===== src/rtl/laps_tx_pkg.sv =====
package laps_tx_pkg;

    localparam logic [7:0]  FLAG_BYTE  = 8'h7E;
    localparam logic [7:0]  ESC_BYTE   = 8'h7D;
    localparam logic [7:0]  ESC_FLIP   = 8'h20;
    localparam logic [31:0] CRC_SEED   = 32'hFFFF_FFFF;
    localparam logic [31:0] CRC_POLY_R = 32'hEDB8_8320;
    localparam int          HDR_BYTES  = 4;
    localparam int          FCS_BYTES  = 4;
    localparam int          IDX_W      = 2;

    typedef enum logic [2:0] {
        ST_IDLE,
        ST_HDR,
        ST_PAY,
        ST_FCS,
        ST_CLOSE
    } seq_st_e;

    typedef struct packed {
        seq_st_e          st;
        logic [IDX_W-1:0] idx;
        logic [31:0]      crc;
    } seq_regs_t;

    typedef struct packed {
        logic       pend;
        logic [7:0] second;
    } esc_regs_t;

    function automatic logic [31:0] crc32_step(input logic [31:0] crc_in,
                                               input logic [7:0]  data);
        logic [31:0] c;
        c = crc_in ^ {24'h0, data};
        for (int b = 0; b < 8; b++) begin
            c = c[0] ? ((c >> 1) ^ CRC_POLY_R) : (c >> 1);
        end
        return c;
    endfunction

endpackage


===== src/rtl/laps_tx_scrambler.sv =====
module laps_tx_scrambler #(
    parameter int TAP = 43
) (
    input  logic       clk,
    input  logic       rst_n,
    input  logic       en_i,
    input  logic       adv_i,
    input  logic [7:0] data_i,
    output logic [7:0] data_o
);

    logic [TAP-1:0] hist_d, hist_q;
    logic [TAP-1:0] walk;
    logic [7:0]     scr;

    always_comb begin
        walk = hist_q;
        scr  = 8'h00;
        for (int i = 7; i >= 0; i--) begin
            scr[i] = data_i[i] ^ walk[TAP-1];
            walk   = {walk[TAP-2:0], scr[i]};
        end
        hist_d = (adv_i && en_i) ? walk : hist_q;
        data_o = en_i ? scr : data_i;
    end

    always_ff @(posedge clk) begin
        if (!rst_n) begin
            hist_q <= '0;
        end else begin
            hist_q <= hist_d;
        end
    end

endmodule


===== src/rtl/laps_tx_seq.sv =====
module laps_tx_seq
    import laps_tx_pkg::*;
(
    input  logic        clk,
    input  logic        rst_n,
    input  logic [7:0]  cfg_addr_i,
    input  logic [7:0]  cfg_ctrl_i,
    input  logic [15:0] cfg_sapi_i,
    input  logic [7:0]  pay_i,
    input  logic        in_valid_i,
    input  logic        in_last_i,
    input  logic        take_i,
    output logic [7:0]  raw_byte_o,
    output logic        raw_flag_o,
    output logic        raw_valid_o,
    output logic        pay_phase_o,
    output logic        idle_o
);

    seq_regs_t r_d, r_q;
    logic [8*HDR_BYTES-1:0] hdr_word;
    logic [8*FCS_BYTES-1:0] fcs_word;

    assign hdr_word = {cfg_sapi_i[7:0], cfg_sapi_i[15:8], cfg_ctrl_i, cfg_addr_i};
    assign fcs_word = ~r_q.crc;

    always_comb begin
        r_d         = r_q;
        raw_byte_o  = FLAG_BYTE;
        raw_flag_o  = 1'b0;
        raw_valid_o = 1'b1;
        pay_phase_o = 1'b0;
        idle_o      = 1'b0;
        case (r_q.st)
            ST_IDLE: begin
                raw_flag_o = 1'b1;
                idle_o     = 1'b1;
                if (take_i && in_valid_i) begin
                    r_d.st  = ST_HDR;
                    r_d.idx = '0;
                    r_d.crc = CRC_SEED;
                end
            end
            ST_HDR: begin
                raw_byte_o = hdr_word[{r_q.idx, 3'b000} +: 8];
                if (take_i) begin
                    r_d.crc = crc32_step(r_q.crc, raw_byte_o);
                    if (r_q.idx == IDX_W'(HDR_BYTES - 1)) begin
                        r_d.st  = ST_PAY;
                        r_d.idx = '0;
                    end else begin
                        r_d.idx = r_q.idx + 1'b1;
                    end
                end
            end
            ST_PAY: begin
                pay_phase_o = 1'b1;
                raw_byte_o  = pay_i;
                raw_valid_o = in_valid_i;
                if (take_i) begin
                    r_d.crc = crc32_step(r_q.crc, pay_i);
                    if (in_last_i) begin
                        r_d.st  = ST_FCS;
                        r_d.idx = '0;
                    end
                end
            end
            ST_FCS: begin
                raw_byte_o = fcs_word[{r_q.idx, 3'b000} +: 8];
                if (take_i) begin
                    if (r_q.idx == IDX_W'(FCS_BYTES - 1)) begin
                        r_d.st = ST_CLOSE;
                    end else begin
                        r_d.idx = r_q.idx + 1'b1;
                    end
                end
            end
            ST_CLOSE: begin
                raw_flag_o = 1'b1;
                if (take_i) begin
                    r_d.st = ST_IDLE;
                end
            end
            default: begin
                r_d.st = ST_IDLE;
            end
        endcase
    end

    always_ff @(posedge clk) begin
        if (!rst_n) begin
            r_q.st  <= ST_IDLE;
            r_q.idx <= '0;
            r_q.crc <= CRC_SEED;
        end else begin
            r_q <= r_d;
        end
    end

    AST_HDR_THEN_PAY: assert property (@(posedge clk) disable iff (!rst_n)
        (r_q.st == ST_HDR && r_q.idx == IDX_W'(HDR_BYTES - 1) && take_i) |=> (r_q.st == ST_PAY))
        else $error("header did not hand over to payload");

    AST_CLOSE_AFTER_FCS: assert property (@(posedge clk) disable iff (!rst_n)
        (r_q.st == ST_CLOSE) |-> (raw_flag_o && raw_valid_o))
        else $error("closing flag missing");

endmodule


===== src/rtl/laps_tx_escape.sv =====
module laps_tx_escape
    import laps_tx_pkg::*;
(
    input  logic       clk,
    input  logic       rst_n,
    input  logic [7:0] raw_byte_i,
    input  logic       raw_flag_i,
    input  logic       raw_valid_i,
    input  logic       out_ready_i,
    output logic [7:0] out_data_o,
    output logic       out_valid_o,
    output logic       take_o,
    output logic       busy_o
);

    esc_regs_t e_d, e_q;
    logic      need_esc;

    assign need_esc = !raw_flag_i && (raw_byte_i == FLAG_BYTE || raw_byte_i == ESC_BYTE);
    assign busy_o   = e_q.pend;

    always_comb begin
        e_d         = e_q;
        take_o      = 1'b0;
        if (e_q.pend) begin
            out_data_o  = e_q.second;
            out_valid_o = 1'b1;
            if (out_ready_i) begin
                e_d.pend = 1'b0;
            end
        end else begin
            out_data_o  = need_esc ? ESC_BYTE : raw_byte_i;
            out_valid_o = raw_valid_i;
            take_o      = raw_valid_i && out_ready_i;
            if (take_o && need_esc) begin
                e_d.pend   = 1'b1;
                e_d.second = raw_byte_i ^ ESC_FLIP;
            end
        end
    end

    always_ff @(posedge clk) begin
        if (!rst_n) begin
            e_q.pend   <= 1'b0;
            e_q.second <= 8'h00;
        end else begin
            e_q <= e_d;
        end
    end

    AST_LEAD_BEFORE_SECOND: assert property (@(posedge clk) disable iff (!rst_n)
        $rose(e_q.pend) |-> ($past(out_data_o) == ESC_BYTE))
        else $error("escape pair without lead byte");

    AST_SECOND_CODE: assert property (@(posedge clk) disable iff (!rst_n)
        e_q.pend |-> (out_data_o == 8'h5E || out_data_o == 8'h5D))
        else $error("bad second byte of escape pair");

    AST_OUT_HOLD: assert property (@(posedge clk) disable iff (!rst_n)
        (out_valid_o && !out_ready_i) |=> (out_valid_o && $stable(out_data_o)))
        else $error("outbound byte changed under backpressure");

endmodule


===== src/rtl/laps_tx_framer.sv =====
module laps_tx_framer
    import laps_tx_pkg::*;
#(
    parameter int SCR_TAP = 43
) (
    input  logic        clk,
    input  logic        rst_n,
    input  logic [7:0]  cfg_addr,
    input  logic [7:0]  cfg_ctrl,
    input  logic [15:0] cfg_sapi,
    input  logic        cfg_scram_en,
    input  logic [7:0]  in_data,
    input  logic        in_valid,
    input  logic        in_last,
    output logic        in_ready,
    output logic [7:0]  out_data,
    output logic        out_valid,
    input  logic        out_ready
);

    logic [7:0] pay_byte;
    logic [7:0] raw_byte;
    logic       raw_flag;
    logic       raw_valid;
    logic       pay_phase;
    logic       seq_idle;
    logic       take;
    logic       esc_busy;
    logic       pay_take;

    assign pay_take = pay_phase && take;
    assign in_ready = pay_phase && out_ready && !esc_busy;

    laps_tx_scrambler #(
        .TAP (SCR_TAP)
    ) scr_i (
        .clk    (clk),
        .rst_n  (rst_n),
        .en_i   (cfg_scram_en),
        .adv_i  (pay_take),
        .data_i (in_data),
        .data_o (pay_byte)
    );

    laps_tx_seq seq_i (
        .clk         (clk),
        .rst_n       (rst_n),
        .cfg_addr_i  (cfg_addr),
        .cfg_ctrl_i  (cfg_ctrl),
        .cfg_sapi_i  (cfg_sapi),
        .pay_i       (pay_byte),
        .in_valid_i  (in_valid),
        .in_last_i   (in_last),
        .take_i      (take),
        .raw_byte_o  (raw_byte),
        .raw_flag_o  (raw_flag),
        .raw_valid_o (raw_valid),
        .pay_phase_o (pay_phase),
        .idle_o      (seq_idle)
    );

    laps_tx_escape esc_i (
        .clk         (clk),
        .rst_n       (rst_n),
        .raw_byte_i  (raw_byte),
        .raw_flag_i  (raw_flag),
        .raw_valid_i (raw_valid),
        .out_ready_i (out_ready),
        .out_data_o  (out_data),
        .out_valid_o (out_valid),
        .take_o      (take),
        .busy_o      (esc_busy)
    );

    AST_IDLE_FILL: assert property (@(posedge clk) disable iff (!rst_n)
        (seq_idle && !esc_busy) |-> (out_valid && out_data == FLAG_BYTE && !in_ready))
        else $error("idle output is not fill");

    AST_ACCEPT_MOVES_OUT: assert property (@(posedge clk) disable iff (!rst_n)
        (in_valid && in_ready) |-> (out_valid && out_ready))
        else $error("payload accepted without an outbound transfer");

    AST_STALL_ONLY_IN_PAY: assert property (@(posedge clk) disable iff (!rst_n)
        !out_valid |-> (pay_phase && !in_valid))
        else $error("outbound stream stalled outside payload wait");

endmodule


===== config.mk =====
export PLATFORM = sky130hd
export DESIGN_NAME = laps_tx_framer
export DESIGN_NICKNAME = d
export VERILOG_FILES = /design/src/rtl/laps_tx_pkg.sv /design/src/rtl/laps_tx_scrambler.sv /design/src/rtl/laps_tx_seq.sv /design/src/rtl/laps_tx_escape.sv /design/src/rtl/laps_tx_framer.sv
export SDC_FILE = /design/constraint.sdc
export NUM_CORES = 1
export LEC_CHECK = 0
export BUFFER_PORTS_ARGS = -buffer_cell sky130_fd_sc_hd__buf_2
export CORE_MARGIN = 2
export CORE_UTILIZATION = 39
export DETAILED_ROUTE_END_ITERATION = 16
export GPL_TIMING_DRIVEN = 0
export SLEW_MARGIN = 20
export SYNTH_ARGS = -nofsm -noshare
export SYNTH_HDL_FRONTEND = slang
export SYNTH_SLANG_ARGS = --single-unit

===== constraint.sdc =====
create_clock -name clk -period 6.3 [get_ports clk]
set_input_delay 1.575 -clock clk [delete_from_list [all_inputs] [get_ports clk]]
set_output_delay 1.575 -clock clk [all_outputs]
set_load 0.02 [all_outputs]

# --- After elaboration in Yosys (flattened, before gate mapping) ---
# Cells that the tools add are included.
# Widths: inputs -> output; s select.
word_totals:
  reg_bits: 89
  in_bits: 46
  out_inout_bits: 10
  word_cells: 114
classes:
  addsub: 1
  n_eq_ne: 16
  shift: 2
  n_mux: 41
  bitwise_logic: 29
  n_reduce_logical: 19
ops:
  columns: ["operator", "n"]
  rows:
  - ["$mux 32", 16]
  - ["$not 13->14", 16]
  - ["$mux 37", 3]
  - ["$pmux 32 s3", 1]
  - ["$shiftx 32x6->8", 2]
  - ["$xor 32x8->32", 2]
  - ["$not 32->32", 1]
  - ["$mux 8", 3]
  - ["$pmux 8 s3", 1]
  - ["$eq 8x7->1 const B", 2]
  - ["$pmux 3 s5", 1]
  - ["$ne 2x1->1 const B", 7]
  - ["$mux 5", 2]
  - ["$mux 3", 3]
  - ["$mux 9", 1]
  - ["$logic_and 1x1->1", 8]
  - ["$pmux 2 s4", 1]
  - ["$reduce_and 8->1", 1]
  - ["$xor 1x1->1", 8]
  - ["$mux 1", 7]
  - ["$reduce_and 7->1", 1]
  - ["$eq 3x2->1 const B", 2]
  - ["$mux 2", 2]
  - ["$ne 2x2->1 const B", 2]
  - ["other kinds (13)", 15]

# --- Logic depth before layout (Yosys ltp) ---
# Gate-level depths: netlist of the first run.
depth:
  depth_word: 21
  ltp_mapped: 10
  depth_no_buf: 6

# --- Modules after synthesis ---
# From an unflattened synthesis of the first run, not the netlist that was laid out.
unflattened:
  cells_unflattened: 694
  area_unflattened_um2: 6830.3
by_module_without_submodules:
  columns: ["module", "n_inst", "cells_per_inst", "area_per_inst_um2"]
  rows:
  - ["laps_tx_seq", 1, 433, 3912.5]
  - ["laps_tx_scrambler", 1, 214, 2422.3]
  - ["laps_tx_escape", 1, 45, 480.5]
  - ["laps_tx_framer", 1, 2, 15.0]

# --- Least setup slack after synthesis of the first run ---
# OpenSTA, ideal clock, no wires.
synth_timing:
  path_kind: "input-to-output"
  startpoint: "input cfg_sapi[2]"
  endpoint: "output out_data[1]"
  arrival_time_ns: 3.298
  required_ns: 4.725
  slack_ns: 1.427
  cell_stages: 6
  path_buffers: 0
  cell_sequence: "mux2_2 -> mux4_2 -> a211oi_1 -> or3_1 -> nor3_1 -> o31ai_1"
synth_between:
  elab_chain_len: 7
synth_rtl:
  columns: ["item", "line", "rtl"]
  rows:
  - ["start, declared", "laps_tx_framer.sv:10", "input logic [15:0] cfg_sapi,"]
  - ["$shiftx 32x6->8 (*)", "laps_tx_seq.sv:45", "raw_byte_o = hdr_word[{r_q.idx, 3'b000} +: 8];"]
  - ["$pmux 8 s3 (*)", "laps_tx_seq.sv:34", "case (r_q.st)"]
  - ["$eq 8x7->1", "laps_tx_escape.sv:19", "assign need_esc = !raw_flag_i && (raw_byte_i == FLAG_BYTE || raw_byte_i == ESC_BYTE);"]
  - ["$logic_or 1x1->1 (*)", "laps_tx_escape.sv:19", null]
  - ["$logic_and 1x1->1 (*)", "laps_tx_escape.sv:19", null]
  - ["$mux 8 (*)", "laps_tx_escape.sv:32", "out_data_o = need_esc ? ESC_BYTE : raw_byte_i;"]
  - ["$mux 8 (*)", "laps_tx_escape.sv:25", "if (e_q.pend) begin"]
  - ["end, declared", "laps_tx_framer.sv:16", "output logic [7:0] out_data,"]
# Mark *: on every way between the ends. The rest lies on a longest branch, timed or not.

# --- Final worst setup path of the first run ---
layout_timing:
  startpoint: "input cfg_scram_en"
  endpoint: "output out_data[0]"
layout_between:
  elab_chain_len: 7
layout_rtl:
  columns: ["item", "line", "rtl"]
  rows:
  - ["start, declared", "laps_tx_framer.sv:11", "input logic cfg_scram_en,"]
  - ["$mux 8 (*)", "laps_tx_scrambler.sv:24", "data_o = en_i ? scr : data_i;"]
  - ["$pmux 8 s3 (*)", "laps_tx_seq.sv:34", null]
  - ["$eq 8x7->1", "laps_tx_escape.sv:19", null]
  - ["$logic_or 1x1->1", "laps_tx_escape.sv:19", null]
  - ["$logic_and 1x1->1", "laps_tx_escape.sv:19", null]
  - ["$mux 8 (*)", "laps_tx_escape.sv:32", null]
  - ["$mux 8 (*)", "laps_tx_escape.sv:25", null]
# Marked as above.

==> results of run 1 <==
[sequential cells by signal (all words and copies together), names as in the netlist]
name,flops
esc_i.busy_o,1
esc_i.e_q,8
seq_i.r_q,37
scr_i.hist_q,43
[metrics by stage]
stage / setup slack, ns / std cells / area (sq um)
after CTS: 1.01 / 942 / 7200
after global placement: 1.05 / 926 / 6890
final: 0.952 / 942 / 7200
after floorplan: 1.43 / 655 / 6340
after global routing: 0.850 / 942 / 7200
after detailed placement: 1.02 / 926 / 6890
[area by class of cell]
| cell class | count | area [sq um] |
|---|---|---|
| sequential | 89 | 1780 |
| fill | 1557 | 8690 |
| tap | 216 | 270 |
| multi-input combinational | 522 | 4370 |
| clock inverter | 7 | 85.1 |
| clock buffer | 9 | 225 |
| buffer | 41 | 180 |
| inverter | 3 | 11.3 |
| timing repair buffer | 55 | 275 |
[power by group]
part           switching [W]  internal, W
Clock               0.000264     0.000317
Sequential         0.0000237     0.000577
Combinational       0.000288     0.000296
Total               0.000576      0.00119
[synthesized netlist by cell type (3+ instances only)]
cell and instances:
sky130_fd_sc_hd__a21boi_0 37, sky130_fd_sc_hd__o32a_1 3, sky130_fd_sc_hd__nor2_1 40, sky130_fd_sc_hd__a31oi_1 7
sky130_fd_sc_hd__buf_2 3, sky130_fd_sc_hd__o21ai_0 20, sky130_fd_sc_hd__o221ai_1 3, sky130_fd_sc_hd__nand3_1 13
sky130_fd_sc_hd__and3b_1 3, sky130_fd_sc_hd__o211ai_1 7, sky130_fd_sc_hd__nor2b_1 5, sky130_fd_sc_hd__a211oi_1 5
sky130_fd_sc_hd__o21a_1 7, sky130_fd_sc_hd__xnor2_2 13, sky130_fd_sc_hd__a21oi_1 12, sky130_fd_sc_hd__xnor2_1 60
sky130_fd_sc_hd__xor2_1 17, sky130_fd_sc_hd__dfxtp_1 89, sky130_fd_sc_hd__mux4_2 16, sky130_fd_sc_hd__or3_1 10
sky130_fd_sc_hd__xnor2_4 6, sky130_fd_sc_hd__and2_1 6, sky130_fd_sc_hd__o22ai_1 5, sky130_fd_sc_hd__o211a_1 9
sky130_fd_sc_hd__nand2_1 108, sky130_fd_sc_hd__clkbuf_1 34, sky130_fd_sc_hd__xor3_1 7, sky130_fd_sc_hd__xnor3_1 18
sky130_fd_sc_hd__mux2_2 6, sky130_fd_sc_hd__nand2b_1 7, sky130_fd_sc_hd__nor3_1 5, sky130_fd_sc_hd__or2_2 4
sky130_fd_sc_hd__mux2i_1 9, sky130_fd_sc_hd__a221oi_1 12
[cell families after synthesis]
logic type | share of synthesized area, %
buffers and inverters | 3.02
adders and majority gates | 0.197
AOI/OAI and AO/OA | 18.0
DFF | 28.1
and+or+nand+nor | 15.0
xor gates and xnor gates | 27.6
muxes | 8.17
[critical path, cell delays in order]
cell and delay (ns):
sky130_fd_sc_hd__buf_2 0.12, sky130_fd_sc_hd__buf_2 0.22, sky130_fd_sc_hd__nand2_1 0.14, sky130_fd_sc_hd__xor2_1 0.19
sky130_fd_sc_hd__a221oi_1 0.54, sky130_fd_sc_hd__nand4_1 0.31, sky130_fd_sc_hd__nor3_1 0.34, sky130_fd_sc_hd__o31a_1 0.17
sky130_fd_sc_hd__buf_2 0.16
[routing by layer]
| layer | GRT usage (%) | routed length [um] | vias to the layer above |
|---|---|---|---|
| li1 | - | - | 2466 |
| met1 | 30.9 | 8380 | 2561 |
| met2 | 35.8 | 8980 | 246 |
| met3 | 3.97 | 1480 | 38 |
| met4 | 8.27 | 562 | 0 |
| met5 | 0 | 0 | - |
[worst min path at each step]
stage                  endpoint  cells after the start
2_1_floorplan      esc_i.e_q[3]                      1
3_3_place_gp   scr_i.hist_q[10]                      2
3_5_place_dp   scr_i.hist_q[11]                      2
4_1_cts        scr_i.hist_q[11]                      2
5_1_grt        scr_i.hist_q[11]                      2
6_report       scr_i.hist_q[19]                      2
==> impl.org, run 1 <==
** Outcome
- The run finished with clean final reports.

** Yosys
- Ranked by total cell area, the synthesized netlist is headed by sky130_fd_sc_hd__dfxtp_1, sky130_fd_sc_hd__xnor2_1, sky130_fd_sc_hd__nand2_1, sky130_fd_sc_hd__xnor3_1, sky130_fd_sc_hd__mux4_2.
- Yosys printed 0 warnings.
- Post-Syn Nets :: approximately 700
- Most area-hungry cell type in the Yosys netlist :: sky130_fd_sc_hd__dfxtp_1
- Library cells used by synthesis :: 70
- After synthesis the cells add up to between 6000 and 7000 sq um.
- Area share of the largest cell type after synthesis :: around 28%
- Number of synthesized flops with an enable pin :: 0
- Ys flop type :: sky130_fd_sc_hd__dfxtp_1
- After synthesis, flip-flops and latches occupy between 20 and 30% of the total area.
- Mean area per synthesized cell :: 9.68 sq um
- Counting every instance in the synthesized netlist gives about 660.
- Post-synthesis sequential element count :: between 80 and 90
- Ys async rst share :: 0%

** Clock tree
- In this run the deepest clock path goes through 2 buffers.
- Buffers added to address setup during post-CTS repair amount to 0.
- Gates resized during post-CTS repair numbered 0.
- Insertion delay of the later-clocked pin in the worst-skew pair :: about 0.36 ns
- Buffers inserted during clock tree synthesis total 9.
- CTS tree :: done
- The tree built by TritonCTS fans out to slightly below 90 sinks.
- Clock-pin slew was measured on the worst setup and hold paths at 0.07 ns.
- Root buffer cell :: sky130_fd_sc_hd__clkbuf_16
- CTS built an H-tree with a depth of 3.
- Number of hold-repair buffers added at the cts stage :: 0

** Floorplanning
- The floorplan step set the die width to 132 um.
- Core Area :: approximately 16000 sq um
- The die is 132 um tall.
- Row cnt :: 46
- Once the floorplan was initialized, standard cells occupied roughly two fifths of the core.
- The die covers roughly 17000 sq um.
- Count of pins on the block boundary :: 56

** STA
- Setup repair after global routing left no endpoint under its margin.
- Final setup violation count :: 0
- Maximum clock frequency :: about 190 MHz
- Adding up every negative setup slack in the final design gives 0 ns.
- The hold violation count in the final report came to 0.
- Counting I/O delays and the setup requirement, the final critical path takes approximately 5.3 ns.
- Final hold analysis gives a worst-case slack of about 0.46 ns.
- Actual transition at the worst max-transition pin :: roughly 0.81 ns
- Worst Skew :: about 0.010 ns
- The max-slew violation count came to 0.
- Fraction of the cycle the final worst path needs :: 84.9%
- Worst-case headroom to the max-slew limit :: 45.9%

** Drt
- In this run, the number of DRC markers left after iteration 0 of detailed routing was ~640.
- For this run, design rule violations remaining after detail routing come to 0.
- After detailed routing, the number of vias per cell comes to roughly 5.6.
- Before antenna repair, the detailed router went through 6 iterations.
- Wire length reported by the detailed router :: roughly 19000 um
- Routed wirelength normalized by instance count :: around 21 um
- Total number of vias :: 5311
- Antenna-violating nets left :: 0

** Placed design
- The wire-length estimate of the detail-placed layout is ~15000 um.
- Weighted congestion reported at the end of routability-driven placement :: approximately 0.91
- Number of buffers added on ports :: 55

** Setup path
- Kind of start point of the critical path :: input pin
- Largest fanout on the critical path :: 10
- At the worst endpoint, the arrival time is ~3.8 ns.
- The worst register-to-register path ends at esc_i.e_q[7].
- In this run the register-to-register setup slack is 3.38 ns.
- In this run the worst setup path begins at cfg_scram_en.
- The startpoint identified for the worst register-to-register timing path is seq_i.r_q[32].
- For the worst setup path, the data required time is around 4.7 ns.
- Critical path type :: input pin to output pin
- Following the worst setup path forward leads to its endpoint at out_data[0].
- The worst setup path is captured at an output pin.
- Register-to-Register Path Depth :: 7

** Worst hold path
- The startpoint identified for the worst hold timing path is scr_i.hist_q[11].
- Classification of the worst-slack hold path :: flop to flop

** Cells and area
- Measured on the finished design, the core utilization comes to around 45%.
- The library cells used most frequently in the layout, excluding fill and tap cells, are sky130_fd_sc_hd__nand2_1, sky130_fd_sc_hd__dfxtp_1, sky130_fd_sc_hd__xnor2_1.
- The final layout contains roughly 770 nets.
- 0 antenna diodes ended up in the layout.
- Share of final-layout standard cells stronger than drive strength 1 :: a little under a fifth
- Layout Area Growth over Synthesis :: 13.5%
- Leading cell type in the layout, fill and taps excluded :: sky130_fd_sc_hd__nand2_1

** Global routing
- Largest net degree at the start of global routing :: 18
- Total Routing Usage GR :: a little under a quarter
- The first global-routing pass estimated between 30000 and 40000 um of wire.
- The initial antenna violation count was 0.
- Global routing finished with a remaining overflow of 0.
- Number of global-route vias before repair :: between 5000 and 6000

** Pwr
- Max IR drop VDD :: 163 uV
- Power Total :: 0.00177 W
- Power density cells :: roughly 250 nW/um^2
- Leakage :: around 2.8 nW

** Run
- Max-cap violations :: 0
Power figures use the tool's default switching activity.
==> inputs of run 2 (changes only) <==
--- a/config.mk
+++ b/config.mk
@@ -5,6 +5,7 @@
 export SDC_FILE = /design/constraint.sdc
 export NUM_CORES = 1
 export LEC_CHECK = 0
+export ABC_AREA = 1
 export BUFFER_PORTS_ARGS = -buffer_cell sky130_fd_sc_hd__buf_2
 export CORE_MARGIN = 2
 export CORE_UTILIZATION = 39
==> constraint.sdc (replaced) <==
create_clock -name clk -period 5.35 [get_ports clk]
set_input_delay 1.3375 -clock clk [delete_from_list [all_inputs] [get_ports clk]]
set_output_delay 1.3375 -clock clk [all_outputs]
set_load 0.02 [all_outputs]
==> impl.org, run 2 <==
** Floorplanning
- For this design the top-level I/O count stands at 56.
- Core Area :: ~18000 sq um
- Once the floorplan was initialized, standard cells occupied 39.5% of the core.
- Row generation in the floorplan step produced a little under 50 rows.
- Die Y-Extent :: between 100 and 150 um
- In this run the horizontal extent of the chip is approximately 140 um.
- Die area :: ~19000 sq um

** Drt
- Dividing the detail-routed via count by the number of cells gives approximately 5.5.
- After the first detailed-routing iteration, the DRC count stood at around 850.
- Antenna-violating nets left :: 0
- Wire length reported by the detailed router :: 27600 um
- After detailed routing, the average wire length per cell comes to between 15 and 20 um.
- Final routed DRC violation total :: 0
- Total number of vias :: 8334
- The first TritonRoute pass finished after 6 iterations.

** Global routing
- Met1 layer usage reported by global route :: about two fifths
- For this run, global-route usage on met2 was measured as a little over two fifths.
- Antenna violations before repair :: 0
- GRT overflow :: 0
- Global-route wire length before repair :: about 43000 um
- The global routing stage identified its most utilized layer as met2.
- The via count of the first global-routing pass is 7427.
- Global routing consumed, over all layers together, around 29% of the routing resources.
- Entering global routing, the biggest net connects 20 pins.
- For this run, global-route usage on met3 was measured as under 10%.

** STA
- Actual transition at the worst max-transition pin :: a little under 0.9 ns
- Shortest clock period the worst path allows after layout :: approximately 4.4 ns
- Maximum clock frequency :: approximately 230 MHz
- The max-slew violation count was 0.
- Between clock sinks in the finished design, the worst skew comes to 0.0120 ns.
- Setup repair after global routing missed its margin :: no
- The hold violation count in the final report was 0.
- After routing, the total negative slack on setup checks comes to 0 ns.
- The worst path uses 81.7% of the clock period.
- Final setup violation count :: 0
- Worst-case headroom to the max-slew limit :: a little over two fifths

** Pwr
- Across the VDD grid, the largest voltage drop is 243 uV.
- Power density cells :: approximately 600 nW/um^2
- Power Total :: 0.00477 W
- Leakage :: 3.95 nW

** Cells and area
- Most used cells in the layout excluding fill and tap cells :: sky130_fd_sc_hd__nand2_1, sky130_fd_sc_hd__nand3_1, sky130_fd_sc_hd__nor2_1
- The register with the most flip-flops in the layout has 43 of them.
- Antenna cells :: 0
- The largest registers in the layout are scr_i.hist_q (43), seq_i.r_q (37), esc_i.e_q (8).
- Leading cell type in the layout, fill and taps excluded :: sky130_fd_sc_hd__nand2_1
- Largest register by flop count :: scr_i.hist_q
- Total number of nets in the final design :: ~1300
- Share of final-layout standard cells stronger than drive strength 1 :: 11.6%
- From synthesis to final layout, the design area changed by 12.2%.

** Setup path
- Among cell families on the critical path, the largest total delay comes from simple AND/OR/NAND/NOR gates.
- STA classifies the critical path endpoint as an output pin.
- Critical-path top delay cell :: sky130_fd_sc_hd__nand4_1
- The largest single stage delay on the critical path is roughly 0.33 ns.
- Largest fanout on the critical path :: 10
- The critical path contains buffers and inverters numbering 4 combined.
- At the worst endpoint, the arrival time is between 3 and 4 ns.
- Worst path cell trace :: buf_4 > inv_2 > buf_6 > nand2_1 > nand3_1 > nand4_1 > nand4_1 > nor2_1 > nand2_1 > nand3_1 > o21ai_0 > buf_2
- Critical path type :: input pin to output pin
- STA puts the critical path data required time at 4.01 ns.
- Kind of start point of the critical path :: input pin

** Placed design
- The count of buffers added on input and output ports is between 50 and 60.
- Routability-driven placement finished with a final weighted congestion of between 0.9 and 1.
- HPWL reported at the end of detailed placement :: 21100 um

** Yosys
- By area the synthesized netlist is led by sky130_fd_sc_hd__dfxtp_1, sky130_fd_sc_hd__nand2_1, sky130_fd_sc_hd__nand3_1, sky130_fd_sc_hd__o21ai_0, sky130_fd_sc_hd__nor2_1.
- Area share of the largest cell type after synthesis :: 25.2%
- Number of synthesized flops with an enable pin :: 0
- Ys flop type :: sky130_fd_sc_hd__dfxtp_1
- Ys async rst share :: 0%
- Synthesis handed over a netlist of approximately 1200 instances.
- Mean area per synthesized cell :: between 5 and 6 sq um
- The number of nets in the synthesized netlist is approximately 1300.
- Counting flops and latches in the post-synthesis netlist gives 89.
- Number of warnings reported in the yosys synthesis log :: 0
- The synthesized design spends more area on one cell type than any other, namely sky130_fd_sc_hd__dfxtp_1.
- sky130_fd_sc_hd__nand2_1 is the most common cell in the netlist.
- The share of the Yosys chip area taken by registers is around a quarter.
- The netlist uses 44 different library cells.
- In this run the cell area of the synthesized design comes to between 7000 and 8000 sq um.
- In the synthesized netlist, the cells that appear most often are sky130_fd_sc_hd__nand2_1, sky130_fd_sc_hd__nand3_1, sky130_fd_sc_hd__nor2_1.

** Outcome
- The flow ran to the end, and the final reports show no timing, DRC or antenna violations.

** Clock tree
- Root buffer cell :: sky130_fd_sc_hd__clkbuf_16
- Longest Clk Path Bufs :: 2
- Buffers inserted during post-CTS setup optimization :: 0
- TritonCTS built the clock tree.
- Insertion delay of the later-clocked pin in the worst-skew pair :: between 0.3 and 0.4 ns
- Buffers inserted during clock tree synthesis total 9.
- CTS clk-pin slew, worst paths :: about 0.08 ns
- In this run, post-CTS repair resized a total of 0 instances.
- CTS built an H-tree with a depth of 3.
- Number of hold-repair buffers added at the cts stage :: 0
- Clock tree synthesis found a total of about 90 sinks.

** Run
- Max-cap violations :: 0

** Worst hold path
- The tightest min-delay check is of the flop to flop type.
-- run 2: path summary, 6_finish.rpt --
check / start / to / slack, ns / cells after the start
hold / removal: esc_i.e_q[6] / esc_i.e_q[6] / 0.45 / 2
hold reg to reg: esc_i.e_q[6] / esc_i.e_q[6] / 0.45 / 2
setup / recovery: cfg_scram_en / out_data[1] / 0.98 / 12
setup reg to reg: seq_i.r_q[36] / seq_i.r_q[23] / 2.36 / 10
-- run 2: stage by stage --
stage | cells | hold slack [ns] | cell area [sq um] | utilization (%) | setup WS (ns)
final | 1513 | 0.455 | 7940 | 44.4 | 0.980
after global routing | 1513 | 0.483 | 7940 | 44.4 | 0.882
after CTS | 1513 | 0.454 | 7940 | 44.4 | 1.02
after detailed placement | 1497 | 0.443 | 7630 | 42.6 | 1.03
after global placement | 1497 | 0.443 | 7630 | 42.6 | 1.02
after floorplan | 1214 | 0.418 | 7080 | - | 1.30
-- run 2: cell type report --
class	count	area, sq um
fill	1962	9960
inverter	97	367
clock inverter	7	81.3
buffer	46	233
tap	229	287
timing repair buffer	54	270
multi-input combinational	982	4700
clock buffer	9	225
sequential	89	1780
-- run 2: kinds of logic after synthesis --
group	synth area share, %
and+or+nand+nor	46.1
adders and majority gates	0.177
AOI/OAI and AO/OA	13.9
xor gates and xnor gates	6.17
DFF	25.2
buffers and inverters	8.47
-- run 2: power by group --
part | internal (W) | switching (W) | leakage (nW)
Clock | 0.000334 | 0.000343 | 0.150
Sequential | 0.000800 | 0.000144 | 0.726
Combinational | 0.000941 | 0.00220 | 3.07
-- run 2: per-layer routing --
| layer | routed length [um] | part of all wire, % |
|---|---|---|
| met5 | 0 | 0 |
| met3 | 2390 | 8.6 |
| met4 | 914 | 3.3 |
| met2 | 11900 | 43 |
| met1 | 12400 | 45 |
-- run 2: worst register-to-register path: cells and delay by family (launching register included) --
kind                   cells  cell delay (ns)
AOI/OAI and AO/OA          1             0.38
buffers and inverters      4             1.46
and+or+nand+nor            5             0.69
DFF                        1             0.35
==> inputs of run 3 (changes only) <==
--- a/config.mk
+++ b/config.mk
@@ -5,7 +5,7 @@
 export SDC_FILE = /design/constraint.sdc
 export NUM_CORES = 1
 export LEC_CHECK = 0
-export ABC_AREA = 1
+export ABC_AREA = 0
 export BUFFER_PORTS_ARGS = -buffer_cell sky130_fd_sc_hd__buf_2
 export CORE_MARGIN = 2
 export CORE_UTILIZATION = 39
==> constraint.sdc (replaced) <==
create_clock -name clk -period 3.5 [get_ports clk]
set_input_delay 0.875 -clock clk [delete_from_list [all_inputs] [get_ports clk]]
set_output_delay 0.875 -clock clk [all_outputs]
set_load 0.02 [all_outputs]
==> impl.org, run 3 (synthesized netlist as in run 1, its figures left out) <==
** Outcome
- The run finished with clean final reports.

** Floorplanning
- Measured along the x axis, the die boundary spans ~130 um.
- Die area :: about 17000 sq um
- Die Y-Extent :: around 130 um
- Core Area :: ~16000 sq um
- Initial core utilization :: 39.9%
- The floorplan has 46 rows.
- Pin placement for this block handled between 50 and 60 I/O pins.

** Cells and area
- The library cell used most frequently in the layout, excluding fill and tap cells, is sky130_fd_sc_hd__nand2_1.
- Biggest regs :: scr_i.hist_q (43), seq_i.r_q (37), esc_i.e_q (8)
- Most used cells in the layout excluding fill and tap cells :: sky130_fd_sc_hd__nand2_1, sky130_fd_sc_hd__dfxtp_1, sky130_fd_sc_hd__xnor2_1
- Max reg flops :: 43
- 0 antenna diodes ended up in the layout.
- Largest register by flop count :: scr_i.hist_q
- Final core area utilization :: around half
- Layout Area Growth over Synthesis :: 20.7%
- The layout has about 1500 filler cells.
- The final layout contains 798 nets.
- The finished layout holds ~970 standard cells, fillers aside.
- Share of final-layout standard cells stronger than drive strength 1 :: around a quarter
- Area of all placed cells without fillers :: 7660 sq um

** Placed design
- After detailed placement, the design holds a cell count of 926.
- HPWL reported at the end of detailed placement :: about 15000 um
- Weighted congestion reported at the end of routability-driven placement :: ~0.91
- Instance area at placement :: about 7000 sq um
- Prior to clock tree synthesis, the placed netlist has a worst setup slack of -0.381 ns.
- Number of buffers added on ports :: 55

** STA
- Setup repair after global routing could not meet its margin everywhere.
- The max-slew violation count is 0.
- Final setup violation count :: 0
- Dividing the final minimum period by the clock period gives 99.4%.
- Actual transition at the worst max-transition pin :: 0.827 ns
- Post-layout worst setup margin :: 0.0207 ns
- Worst-case headroom to the max-slew limit :: around 45%
- In the final timing run, aggregate negative setup slack is 0 ns.
- The worst path in the final design needs a cycle of 3.48 ns, including I/O delays and setup.
- Worst Skew :: between 0.01 and 0.015 ns
- For this run, the top clock speed supported by timing is 287 MHz.
- The hold violation count in the final report was 0.

** Drt
- After detailed routing, the met3 layer carries between 1500 and 2000 um of wire.
- Number of iterations in the first detailed-routing pass :: 7
- After detailed routing, the total wire length is around 20000 um.
- Final routed DRC violation total :: 0
- Drt first-iter violations :: 520
- After detailed routing, the met2 layer carries between 9000 and 10000 um of wire.
- Routed wirelength normalized by instance count :: 20.6 um
- After detailed routing, no signal wire sits above met4.
- Antenna-violating nets left :: 0
- Via density per instance :: ~5.7
- M1 WL :: about 8400 um
- The final route contains about 5500 vias.

** Global routing
- Number of global-route vias before repair :: 5318
- The initial antenna violation count was 0.
- Entering global routing, the biggest net connects 18 pins.
- For this run the aggregate overflow at the end of global routing stands at 0.
- Global-route wire length before repair :: between 30000 and 40000 um
- Across every metal layer, demand over resource in global routing totals between 20 and 25%.

** Setup path
- Measured in cells, the most critical reg-to-reg path has a length of 15.
- In this run the worst path has a maximum fanout of 8.
- The worst setup path is launched from a flop.
- STA puts the critical path data arrival time at around 2.6 ns.
- STA classifies the critical path endpoint as an output pin.
- By startpoint and endpoint, the worst setup path is classified as flop to output pin.
- Data on the critical path is required at its endpoint by between 2 and 3 ns.

** Pwr
- Leakage :: 2.96 nW
- Combinational group share of total power :: ~34%
- Share of total power in the clock network :: ~33%
- Of the total power, the share spent switching nets is between 30% and 40%.
- Internal power contribution :: 0.00217 W
- Switching component of the power :: 0.00106 W
- Registers are responsible for roughly a third of the overall power.
- Power density cells :: roughly 420 nW/um^2
- Max IR drop VDD :: between 200 and 300 uV

** Clock tree
- Number of H-tree levels :: 3
- Insertion delay of the later-clocked pin in the worst-skew pair :: between 0.3 and 0.4 ns
- The clock passes through at most 2 buffers.
- The tree built by TritonCTS fans out to 89 sinks.
- The tree is rooted in a sky130_fd_sc_hd__clkbuf_16.
- CTS clk-pin slew, worst paths :: 0.07 ns
- In this run, post-CTS hold repair placed 0 buffers.
- CTS tree :: done
- CTS buffer count :: 9

** Run
- Max-cap violations :: 0

** Worst hold path
- WHS Path Cells :: 2
- The min-delay analysis places its worst path in the category flop to flop.
run 3: area by class of cell:
type | instances | area [sq um] | area share, %
Tap cell | 216 | 270 | 3.53
Buffer | 40 | 198 | 2.58
Timing Repair Buffer | 86 | 531 | 6.93
Inverter | 3 | 12.5 | 0.163
Sequential cell | 89 | 1790 | 23.4
Clock inverter | 7 | 85.1 | 1.11
Multi-Input combinational cell | 522 | 4550 | 59.4
Clock buffer | 9 | 225 | 2.94
run 3: final timing paths:
kind | slack (ns) | to | from
worst min register to register | 0.47 | scr_i.hist_q[24] | scr_i.hist_q[16]
worst min-delay path | 0.47 | scr_i.hist_q[24] | scr_i.hist_q[16]
worst max-delay path | 0.02 | out_data[0] | seq_i.r_q[32]
worst max register to register | 0.20 | esc_i.e_q[7] | seq_i.r_q[33]
run 3: repair_timing:
item	in CTS	in global routing
buffers inserted	20	11
gates resized for setup	36	18
pin swaps	9	12
cloned	0	0
setup endpoints to repair	4	7
run 3: power groups by stage:
| stage | combinational (W) | clock [W] | sequential, W |
|---|---|---|---|
| floorplan | 0.000824 | 0 | 0.00109 |
| global placement | 0.00102 | 0 | 0.00110 |
| detailed placement | 0.00103 | 0 | 0.00110 |
| CTS | 0.00107 | 0.00106 | 0.00108 |
| global route | 0.00115 | 0.00110 | 0.00108 |
| finish | 0.00110 | 0.00105 | 0.00108 |
run 3: metal layers:
metal  GRT usage [%]  up-vias
met5               0        -
met4            9.00        0
met3            4.01       39
met2            37.1      281
met1            31.0     2660
li1                -     2536
run 3: metrics by stage:
step | power, W | hold slack (ns)
2_1_floorplan | 0.00191 | 0.435
3_3_place_gp | 0.00213 | 0.450
3_5_place_dp | 0.00213 | 0.458
4_1_cts | 0.00321 | 0.468
5_1_grt | 0.00333 | 0.488
6_report | 0.00322 | 0.465
run 3: worst max-delay path, stage by stage, from the launching register on:
cell and delay (ns):
sky130_fd_sc_hd__dfxtp_4 0.39, sky130_fd_sc_hd__buf_12 0.14, sky130_fd_sc_hd__buf_4 0.11, sky130_fd_sc_hd__mux4_2 0.50, sky130_fd_sc_hd__a221oi_2 0.35, sky130_fd_sc_hd__nand4_1 0.20
sky130_fd_sc_hd__nor3_2 0.26, sky130_fd_sc_hd__o31a_1 0.18, sky130_fd_sc_hd__buf_6 0.12
